### src/rtl/fib_pkg.sv
package fib_pkg;
  typedef enum logic [1:0] {
    ST_IDLE = 2'd0,
    ST_RUN  = 2'd1,
    ST_DONE = 2'd2
  } fib_state_e;
endpackage

### src/rtl/fib_ctrl.sv
module fib_ctrl
  import fib_pkg::*;
(
  input  logic clk_i,
  input  logic rst_ni,
  input  logic start_i,
  input  logic last_i,
  input  logic ack_i,
  output logic idle_o,
  output logic step_o,
  output logic finish_o,
  output logic done_o
);
  fib_state_e state_q, state_d;

  always_comb begin
    state_d = state_q;
    case (state_q)
      ST_IDLE: if (start_i) state_d = ST_RUN;
      ST_RUN:  if (last_i)  state_d = ST_DONE;
      ST_DONE: if (ack_i)   state_d = ST_IDLE;
      default: state_d = ST_IDLE;
    endcase
  end

  always_ff @(posedge clk_i) begin
    if (!rst_ni) state_q <= ST_IDLE;
    else         state_q <= state_d;
  end

  assign idle_o   = (state_q == ST_IDLE);
  assign done_o   = (state_q == ST_DONE);
  assign step_o   = (state_q == ST_RUN) && !last_i;
  assign finish_o = (state_q == ST_RUN) && last_i;
endmodule

### src/rtl/fib_steps.sv
module fib_steps #(
  parameter int unsigned IDX_W = 8
) (
  input  logic             clk_i,
  input  logic             rst_ni,
  input  logic             load_i,
  input  logic [IDX_W-1:0] val_i,
  input  logic             dec_i,
  output logic             last_o,
  output logic             zero_o
);
  localparam logic [IDX_W-1:0] ONE = IDX_W'(1);

  logic [IDX_W-1:0] cnt_q;

  always_ff @(posedge clk_i) begin
    if (!rst_ni)     cnt_q <= '0;
    else if (load_i) cnt_q <= val_i;
    else if (dec_i)  cnt_q <= cnt_q - ONE;
  end

  // one step left (or none): final cycle selects the answer
  assign last_o = (cnt_q <= ONE);
  assign zero_o = (cnt_q == '0);
endmodule

### src/rtl/fib_pair.sv
module fib_pair #(
  parameter int unsigned RES_W = 32
) (
  input  logic             clk_i,
  input  logic             rst_ni,
  input  logic             init_i,
  input  logic             step_i,
  input  logic             finish_i,
  input  logic             pick_lo_i,
  output logic [RES_W-1:0] res_o
);
  logic [RES_W-1:0] lo_q, hi_q, res_q;

  always_ff @(posedge clk_i) begin
    if (!rst_ni) begin
      lo_q  <= '0;
      hi_q  <= '0;
      res_q <= '0;
    end else begin
      if (init_i) begin
        lo_q <= '0;
        hi_q <= RES_W'(1);
      end else if (step_i) begin
        lo_q <= hi_q;
        hi_q <= lo_q + hi_q;   // wraps mod 2^RES_W
      end
      if (finish_i) res_q <= pick_lo_i ? lo_q : hi_q;
    end
  end

  assign res_o = res_q;
endmodule

### src/rtl/fib_accel.sv
module fib_accel #(
  parameter int unsigned IDX_W = 8,
  parameter int unsigned RES_W = 32
) (
  input  logic             clk_i,
  input  logic             rst_ni,
  input  logic [IDX_W-1:0] idx_i,
  input  logic             idx_vld_i,
  output logic             idx_rdy_o,
  output logic [RES_W-1:0] res_o,
  output logic             res_vld_o,
  input  logic             res_ack_i
);
  logic idle, step, finish, done, last, zero, start;

  assign start = idx_vld_i && idle;

  fib_ctrl u_ctrl (
    .clk_i    (clk_i),
    .rst_ni   (rst_ni),
    .start_i  (start),
    .last_i   (last),
    .ack_i    (res_ack_i),
    .idle_o   (idle),
    .step_o   (step),
    .finish_o (finish),
    .done_o   (done)
  );

  fib_steps #(.IDX_W(IDX_W)) u_steps (
    .clk_i  (clk_i),
    .rst_ni (rst_ni),
    .load_i (start),
    .val_i  (idx_i),
    .dec_i  (step),
    .last_o (last),
    .zero_o (zero)
  );

  fib_pair #(.RES_W(RES_W)) u_pair (
    .clk_i     (clk_i),
    .rst_ni    (rst_ni),
    .init_i    (start),
    .step_i    (step),
    .finish_i  (finish),
    .pick_lo_i (zero),
    .res_o     (res_o)
  );

  assign idx_rdy_o = idle;
  assign res_vld_o = done;
endmodule

### config.mk
export PLATFORM = sky130hd
export DESIGN_NAME = fib_accel
export DESIGN_NICKNAME = d
export VERILOG_FILES = /design/src/rtl/fib_pkg.sv /design/src/rtl/fib_ctrl.sv /design/src/rtl/fib_steps.sv /design/src/rtl/fib_pair.sv /design/src/rtl/fib_accel.sv
export SDC_FILE = /design/constraint.sdc
export NUM_CORES = 1
export LEC_CHECK = 0
export BUFFER_PORTS_ARGS = -buffer_cell sky130_fd_sc_hd__buf_2
export CORE_UTILIZATION = 55
export DETAILED_ROUTE_END_ITERATION = 7
export PLACE_DENSITY = 0.77
export SKIP_LAST_GASP = 1
export SYNTH_ARGS = -nofsm -noshare
export SYNTH_HDL_FRONTEND = slang
export SYNTH_SLANG_ARGS = --single-unit
### constraint.sdc
create_clock -name clk_i -period 5.5 [get_ports clk_i]
set_input_delay 1.1 -clock clk_i [delete_from_list [all_inputs] [get_ports clk_i]]
set_output_delay 1.1 -clock clk_i [all_outputs]
set_load 0.02 [all_outputs]
==> results.md, run 1 <==
* Num CTS Buffers at 9
* Synth Net Count at 773
* Clock transition at path regs at 0.10 ns
* Yosys reg bits at 106
* Hold Crit Start: u_pair.hi_q[31]$_SDFFE_PP0P_
* Final setup violating endpoints at 0
* Final Hold Vio Count at 0
* Nets at 790
* Clk_lat worst skew at 0.38 ns
* CORE AREA at 0.01032 sq mm
* Synth warn at 0
* Die Area at 0.01109 sq mm
* Critical Path RT at 5.78 ns
* Syn Inst Count at 727
* Die Ht at 105.3 um
* Final cell count without fillers at 885
* Largest fanout on the critical path at 42
* CTS tree: built
* Worst hold endpoint: u_pair.lo_q[31]$_SDFFE_PP0P_
* CTS Buffer Depth at 2
* Post-Syn Area at 0.005869 sq mm
* Least-Margin Pin Slew at 1.098 ns
* Fin Setup TNS at 0 ns
* Fraction of layout cells with a size suffix above 1 at 10.68%
* Avg WL per Cell at 15.13 um
* RR Startpoint: u_steps.cnt_q[2]$_SDFFE_PN0P_
* RSZ-0062 raised after global routing: false
* Worst R2R Path Depth at 7
* # IOs at 46
* Max cap viols at 0
* Minimum clock period at 3.160 ns
* Max Transition Viols Final at 0
* Root Driver: clkbuf_8
* Status: complete, no violations
* Global-route wire length before repair at 22.69 mm
* Initial drt markers at 285
* Area Growth Syn to Fin at 7.461%
* Distinct cells, synth at 60
* Worst Path Arrival at 3.44 ns
* Final instance area at 0.006307 sq mm
* Global-route usage over all layers at 25.08%
* DRT antenna net count at 0
* Port Buffers at 45
* Vias at 5200
* Cts repair resizes at 0
* Syn avg cell area at 8.073 sq um
* Post-DP HPWL at 9.039 mm
* Reg-to-reg endpoint: u_pair.hi_q[29]$_SDFFE_PP0P_
* Placed cells at 869
* Largest net degree at the start of global routing at 66
* Commonest register cell after synthesis: dfxtp_1
* Most common cell after layout, fill and taps aside: nand2_1
* Final Routed Wirelength at 13.39 mm
* WHS Path Cells at 2
* Most frequent cells in the layout: nand2_1 (121), dfxtp_1 (106), a21oi_1 (85), nor2_1 (66), buf_2 (45)
* Fraction of registers with async set/reset at 0%
* CTS H-tree lvls at 3
* Max-slew headroom at 26.83%
* Pwr dens at 257.4 mW/mm^2
* Vias in the first global route at 4843
* Post-synthesis sequential area ratio at 36.15%
* F_max at 316.5 MHz
* Hold WC Path Type: flop to flop
* Grt ovf at 0
* Placed cell area at 0.006115 sq mm
* EDFF count, synth at 0
* Crit path launch: u_steps.cnt_q[2]$_SDFFE_PN0P_
* Initial antenna violation count at 0
* Final Wtd Congestion at 0.8457
* Static Leak at 2.345 nW
* Drt drc at 0
* Post-cts hold buffer count at 0
* Initial DRT Pass Iterations at 5
* Std cell rows at 37
* Clk_skew at 0.01155 ns
* Clk sinks at 106
* Tcrit/Tclk final at 57.45%
* Via density at 5.876
* Initial core utilization at 56.85%
* Critical path class: flop to flop
* ANT cells at 0
* FF-to-FF setup slack at 2.34 ns
* Die width at 105.3 um
* Setup Buffers After CTS at 0
* Critical Path Source Type: flop
* Worst setup EP type: flop
* Worst vdd ir at 0.0001657 V
[area by class of cell]
class	count	area, sq um
Sequential cell	106	2122
Timing Repair Buffer	51	270.3
Multi-Input combinational cell	561	3496
Clock buffer	9	123.9
Fill cell	927	4016
Clock inverter	7	68.82
Tap cell	136	170.2
Inverter	15	56.30
[layer usage]
metal	GRT usage (%)	part of all wire (%)
met5	0	0
met4	10.16	1.9
met1	34.43	49
met2	39.99	46
met3	2.907	3.2
[synthesized netlist by cell type (4+ instances only)]
master / n / area (sq um)
a211oi_1: 41 / 307.8
or3_1: 6 / 37.54
nand2_1: 121 / 454.2
nor3_1: 12 / 60.06
inv_1: 14 / 52.55
a21o_1: 11 / 82.58
o21a_1: 7 / 52.55
dfxtp_1: 106 / 2122
a21oi_1: 85 / 425.4
buf_4: 4 / 30.03
a311oi_1: 4 / 35.03
clkbuf_1: 27 / 101.4
ha_1: 33 / 412.9
xnor2_1: 9 / 78.83
mux2i_1: 32 / 320.3
nor2_1: 66 / 247.7
nand3_1: 15 / 75.07
o21bai_1: 7 / 52.55
o2111ai_1: 4 / 35.03
o211ai_1: 6 / 45.04
xor2_1: 11 / 96.34
nand4_1: 6 / 37.54
a31oi_1: 8 / 50.05
o21ai_0: 24 / 120.1
buf_2: 13 / 65.06
[state kept, by name (all words and copies together), names as in the netlist]
signal	count
u_pair.lo_q	32
u_steps.cnt_q	8
u_pair.hi_q	32
u_pair.res_o	32
u_ctrl.state_q	2
[stage by stage]
stage	setup slack, ns	power, W	hold WS, ns	utilization (%)
after global routing	2.135	0.001701	0.4912	61.10
after global placement	2.288	0.001149	0.4342	59.23
final	2.340	0.001624	0.4635	61.10
after floorplan	3.130	0.001088	0.4319	-
after detailed placement	2.222	0.001158	0.4499	59.23
after CTS	2.388	0.001629	0.4639	61.10
[critical path: stages (launching register included)]
cell and delay (ns):
dfxtp_1 0.36, or4_4 0.58, nor4_4 0.27, or3b_2 0.78, buf_4 0.41, nor2_1 0.14, and3_1 0.23, a211o_1 0.24
[power by group]
group | internal (W) | total (W) | switching, W | leakage, nW
Combinational | 0.000102 | 0.000311 | 0.000210 | 1.39
Clock | 0.000210 | 0.000483 | 0.000274 | 0.0954
Sequential | 0.000803 | 0.000829 | 0.0000262 | 0.858
Total | 0.00111 | 0.00162 | 0.000509 | 2.34
[worst max-delay path by stage]
stage                                         endpoint  slack [ns]  depth (start not counted)
after floorplan           u_pair.hi_q[20]$_SDFFE_PP0P_        3.13                          9
after global placement    u_pair.hi_q[26]$_SDFFE_PP0P_        2.29                          6
after detailed placement  u_pair.hi_q[26]$_SDFFE_PP0P_        2.22                          6
after CTS                 u_pair.hi_q[29]$_SDFFE_PP0P_        2.39                          7
after global routing      u_pair.hi_q[29]$_SDFFE_PP0P_        2.14                          7
final                     u_pair.hi_q[29]$_SDFFE_PP0P_        2.34                          7
[cells by family after synthesis]
group	count (synthesis)	share of synthesized area (%)
adder cells (fa/ha/maj)	34	7.376
flip-flops	106	36.15
AO/OA/AOI/OAI	221	24.24
multiplexers	32	5.457
buffers and inverters	60	4.498
XOR/XNOR	20	2.984
AND/OR/NAND/NOR	254	19.29
(Power assumes the default switching activity.)
==> run 2, diff against run 1 <==
Settings changed: ABC_AREA from default to 1, PLACE_DENSITY 0.77 to 0.76.
Clock period 5.5 ns to 3.3 ns, I/O delays scaled along.
==> run 2 against run 1 <==
Sequential share of layout area decreased by 5.3 points. Via count grew 24%. Register-to-register slack lost 1.4 ns. Utilization rose by 0.43 points. Wire length is 17% higher.
==> results.md, run 2 <==
* Minimum clock period at 2.400 ns (was 3.160 ns)
* Grt ovf at 0 (unchanged)
* Die Area at 0.01308 sq mm (was 0.01109 sq mm)
* Worst vdd ir at 0.0004489 V (was 0.0001657 V)
* Worst hold endpoint: u_pair.res_o[9]$_SDFFE_PN0P_ (was u_pair.lo_q[31]$_SDFFE_PP0P_)
* Hold Crit Start: u_pair.res_o[9]$_SDFFE_PN0P_ (was u_pair.hi_q[31]$_SDFFE_PP0P_)
* Global-route wire length before repair at 27.45 mm (was 22.69 mm)
* Worst setup EP type: flop (unchanged)
* Hold WC Path Type: flop to flop (unchanged)
* Die Ht at 114.4 um (was 105.3 um)
* Dpl ws at 0.8830 ns (was 2.222 ns)
* Worst Path Arrival at 2.69 ns (was 3.44 ns)
* Pwr dens at 531.8 mW/mm^2 (was 257.4 mW/mm^2)
* Largest net degree at the start of global routing at 53 (was 66)
* Critical path class: flop to flop (unchanged)
* Tcrit/Tclk final at 72.72% (was 57.45%)
* Post-DP HPWL at 11.37 mm (was 9.039 mm)
* Global-route usage over all layers at 26.20% (was 25.08%)
* Syn Inst Count at 1076 (was 727)
* Cell taking the most area after synthesis: dfxtp_1 (unchanged)
* Reg-to-reg endpoint: u_steps.cnt_q[5]$_SDFFE_PN0P_ (was u_pair.hi_q[29]$_SDFFE_PP0P_)
* M3 GR Usage at 3.812% (was 2.907%)
* Simple-gate share of the synthesized area at 27.23% (was 19.29%)
* Critical Path Source Type: flop (unchanged)
* Critical path's slowest cell: buf_4 (was or3b_2)
* CTS H-tree lvls at 3 (unchanged)
* Commonest register cell after synthesis: dfxtp_1 (unchanged)
* Distinct cells, synth at 36 (was 60)
* Most frequent cells in the layout: nand2_1 (288), inv_1 (177), a21oi_1 (125), nor2_1 (119), dfxtp_1 (106) (was nand2_1 (121), dfxtp_1 (106), a21oi_1 (85), nor2_1 (66), buf_2 (45))
* Area Growth Syn to Fin at 7.709% (was 7.461%)
* Max-slew headroom at 45.54% (was 26.83%)
* Clk_lat worst skew at 0.37 ns (was 0.38 ns)
* Via density at 5.070 (was 5.876)
* Clock transition at path regs at 0.07 ns (was 0.10 ns)
* Cts repair resizes at 0 (unchanged)
* Main combinational cell family by area after synthesis: simple AND/OR/NAND/NOR gates (was compound AO/OA/AOI/OAI gates)
* Synth Net Count at 1122 (was 773)
* Met2 Usage GRT at 41.98% (was 39.99%)
* Vias at 6459 (was 5200)
* CTS tree: built (unchanged)
* RR Startpoint: u_steps.cnt_q[0]$_SDFFE_PN0P_ (was u_steps.cnt_q[2]$_SDFFE_PN0P_)
* FF-to-FF setup slack at 0.90 ns (was 2.34 ns)
* RSZ-0062 raised after global routing: false (unchanged)
* Synth warn at 0 (unchanged)
* Worst R2R Path Depth at 11 (was 7)
* Initial DRT Pass Iterations at 5 (unchanged)
* Post-cts hold buffer count at 0 (unchanged)
* # IOs at 46 (unchanged)
* DRT antenna net count at 0 (unchanged)
* Avg WL per Cell at 12.30 um (was 15.13 um)
* Setup Buffers After CTS at 0 (unchanged)
* Most Crowded Layer GR: met2 (unchanged)
* Post-synthesis mux area share at 0% (was 5.457%)
* Fin Setup TNS at 0 ns (unchanged)
* WHS Path Cells at 2 (unchanged)
* Status: complete, no violations (unchanged)
* Vias in the first global route at 5911 (was 4843)
* Critical Path RT at 3.59 ns (was 5.78 ns)
* Nets at 1147 (was 790)
* Top-count cell post-synth: nand2_1 (unchanged)
* Final setup violating endpoints at 0 (unchanged)
* Static Leak at 3.740 nW (was 2.345 nW)
* Crit-path max cell delay at 0.46 ns (was 0.78 ns)
* F_max at 416.7 MHz (was 316.5 MHz)
* Final Routed Wirelength at 15.68 mm (was 13.39 mm)
* Setup ws final at 0.9003 ns (was 2.340 ns)
* Clk_skew at 0.01023 ns (was 0.01155 ns)
* Synth Area in Compound Gates at 20.01% (was 24.24%)
* Yosys top cell area share at 30.55% (was 36.15%)
* Final Wtd Congestion at 0.9540 (was 0.8457)
* Top cells by instance count after synthesis: nand2_1 (288), inv_1 (177), a21oi_1 (125), nor2_1 (119), dfxtp_1 (106) (was nand2_1 (121), dfxtp_1 (106), a21oi_1 (85), nor2_1 (66), a211oi_1 (41))
* Area contributors post-synth: dfxtp_1 (31%), nand2_1 (16%), inv_1 (9.6%) (was dfxtp_1 (36%), nand2_1 (7.7%), a21oi_1 (7.2%))
* Least-Margin Pin Slew at 0.8150 ns (was 1.098 ns)
* CORE AREA at 0.01216 sq mm (was 0.01032 sq mm)
* Adder-Cell Fraction of Synth Area at 6.232% (was 7.376%)
* ANT cells at 0 (unchanged)
* Initial core utilization at 57.12% (was 56.85%)
* Drt drc at 0 (unchanged)
* Std cell rows at 40 (was 37)
* Most common cell after layout, fill and taps aside: nand2_1 (unchanged)
* Final Hold Vio Count at 0 (unchanged)
* Post-synthesis sequential area ratio at 30.55% (was 36.15%)
* Initial antenna violation count at 0 (unchanged)
* Max cap viols at 0 (unchanged)
* Clk sinks at 106 (unchanged)
* Port Buffers at 45 (unchanged)
* Num CTS Buffers at 9 (unchanged)
* Xor/xnor share of the synthesized area at 2.143% (was 2.984%)
* M1 GR Usage at 35.14% (was 34.43%)
* Fraction of layout cells with a size suffix above 1 at 10.49% (was 10.68%)
* WP buf/inv at 4 (was 1)
* Yosys reg bits at 106 (unchanged)
* Post-Syn Area at 0.006947 sq mm (was 0.005869 sq mm)
* Crit path max-delay family: buffers and inverters (was simple AND/OR/NAND/NOR gates)
* Fraction of registers with async set/reset at 0% (unchanged)
* EDFF count, synth at 0 (unchanged)
* Cells along the critical path: inv_1 > ha_1 > nand2_4 > inv_2 > o21ai_2 > nand2_4 > buf_4 > nand2_2 > inv_2 > nand2_1 > a21oi_1 (was or4_4 > nor4_4 > or3b_2 > buf_4 > nor2_1 > and3_1 > a211o_1)
* Max Transition Viols Final at 0 (unchanged)
* Die width at 114.4 um (was 105.3 um)
* Initial drt markers at 444 (was 285)
* CTS Buffer Depth at 2 (unchanged)
* Root Driver: clkbuf_16 (was clkbuf_8)
* Largest fanout on the critical path at 52 (was 42)
* Syn avg cell area at 6.456 sq um (was 8.073 sq um)
==> run 2: cell count changes after synthesis, sizes merged, moves of 12 or more <==
cell | before | now
mux2i | 32 | 0
o21ai | 24 | 59
a211oi | 41 | 29
nand3 | 15 | 45
a21oi | 85 | 125
clkbuf | 27 | 13
nand2 | 121 | 292
nor2 | 66 | 121
inv | 14 | 185
==> run 2: where the power goes <==
part	switching (W)	leakage (nW)	total [W]	internal, W
logic	0.000970	2.74	0.00139	0.000420
clock network	0.000499	0.143	0.00103	0.000534
registers	0.000128	0.861	0.00156	0.00143
total	0.00160	3.74	0.00398	0.00238
==> run 2: layer usage <==
metal,wire length (um),vias to the layer above,share of wire (%)
li1,-,3445,-
met1,7794,2847,50
met2,6861,142,44
met3,676,25,4.3
met4,342,0,2.2
met5,0,-,0
==> run 2: worst max path at each step <==
stage          depth (start not counted)                           from  slack (ns)                            end
3_5_place_dp                           9                      idx_vld_i        0.88   u_pair.hi_q[26]$_SDFFE_PP0P_
6_report                              11  u_steps.cnt_q[0]$_SDFFE_PN0P_        0.90  u_steps.cnt_q[5]$_SDFFE_PN0P_
4_1_cts                               11  u_steps.cnt_q[0]$_SDFFE_PN0P_        0.90  u_steps.cnt_q[5]$_SDFFE_PN0P_
3_3_place_gp                           9                      idx_vld_i        0.95   u_pair.hi_q[28]$_SDFFE_PP0P_
2_1_floorplan                          9    u_pair.hi_q[0]$_SDFFE_PN0P_        1.51   u_pair.hi_q[12]$_SDFFE_PP0P_
5_1_grt                               11  u_steps.cnt_q[0]$_SDFFE_PN0P_        0.64  u_steps.cnt_q[5]$_SDFFE_PN0P_
==> run 2: worst register-to-register path: cells and delay by family (launching register included) <==
| family | cells | cell delay (ns) |
|---|---|---|
| fa+ha+maj | 1 | 0.23 |
| buf+inv | 4 | 0.90 |
| compound gates | 2 | 0.23 |
| flops | 1 | 0.34 |
| simple gates | 4 | 0.63 |
==> run 2: logic make-up after synthesis <==
kind of cell / after synthesis
fa+ha+maj: 34
buf+inv: 224
xor+xnor: 17
flops: 106
compound gates: 226
simple gates: 469
==> run 2: metrics by stage <==
step	utilization [%]	cell area [sq um]	instances	hold slack [ns]	total power [W]
CTS	61.52	7482	1274	0.4856	0.004004
floorplan	-	6947	1076	0.4570	0.002736
detailed placement	59.22	7202	1258	0.4687	0.002964
finish	61.52	7482	1274	0.4790	0.003979
global placement	59.22	7202	1258	0.4609	0.002938
global route	61.52	7482	1274	0.5109	0.004264
==> run 2: area by class of cell <==
cell class              instances  area (sq um)
well taps                     168         210.2
fillers                      1191          4679
clock buffers                  10         239.0
inverters                     185         699.4
flip-flops and latches        106          2122
clock inverters                 6         41.29
repair buffers                 53         297.8
multi-input cells             746          3872
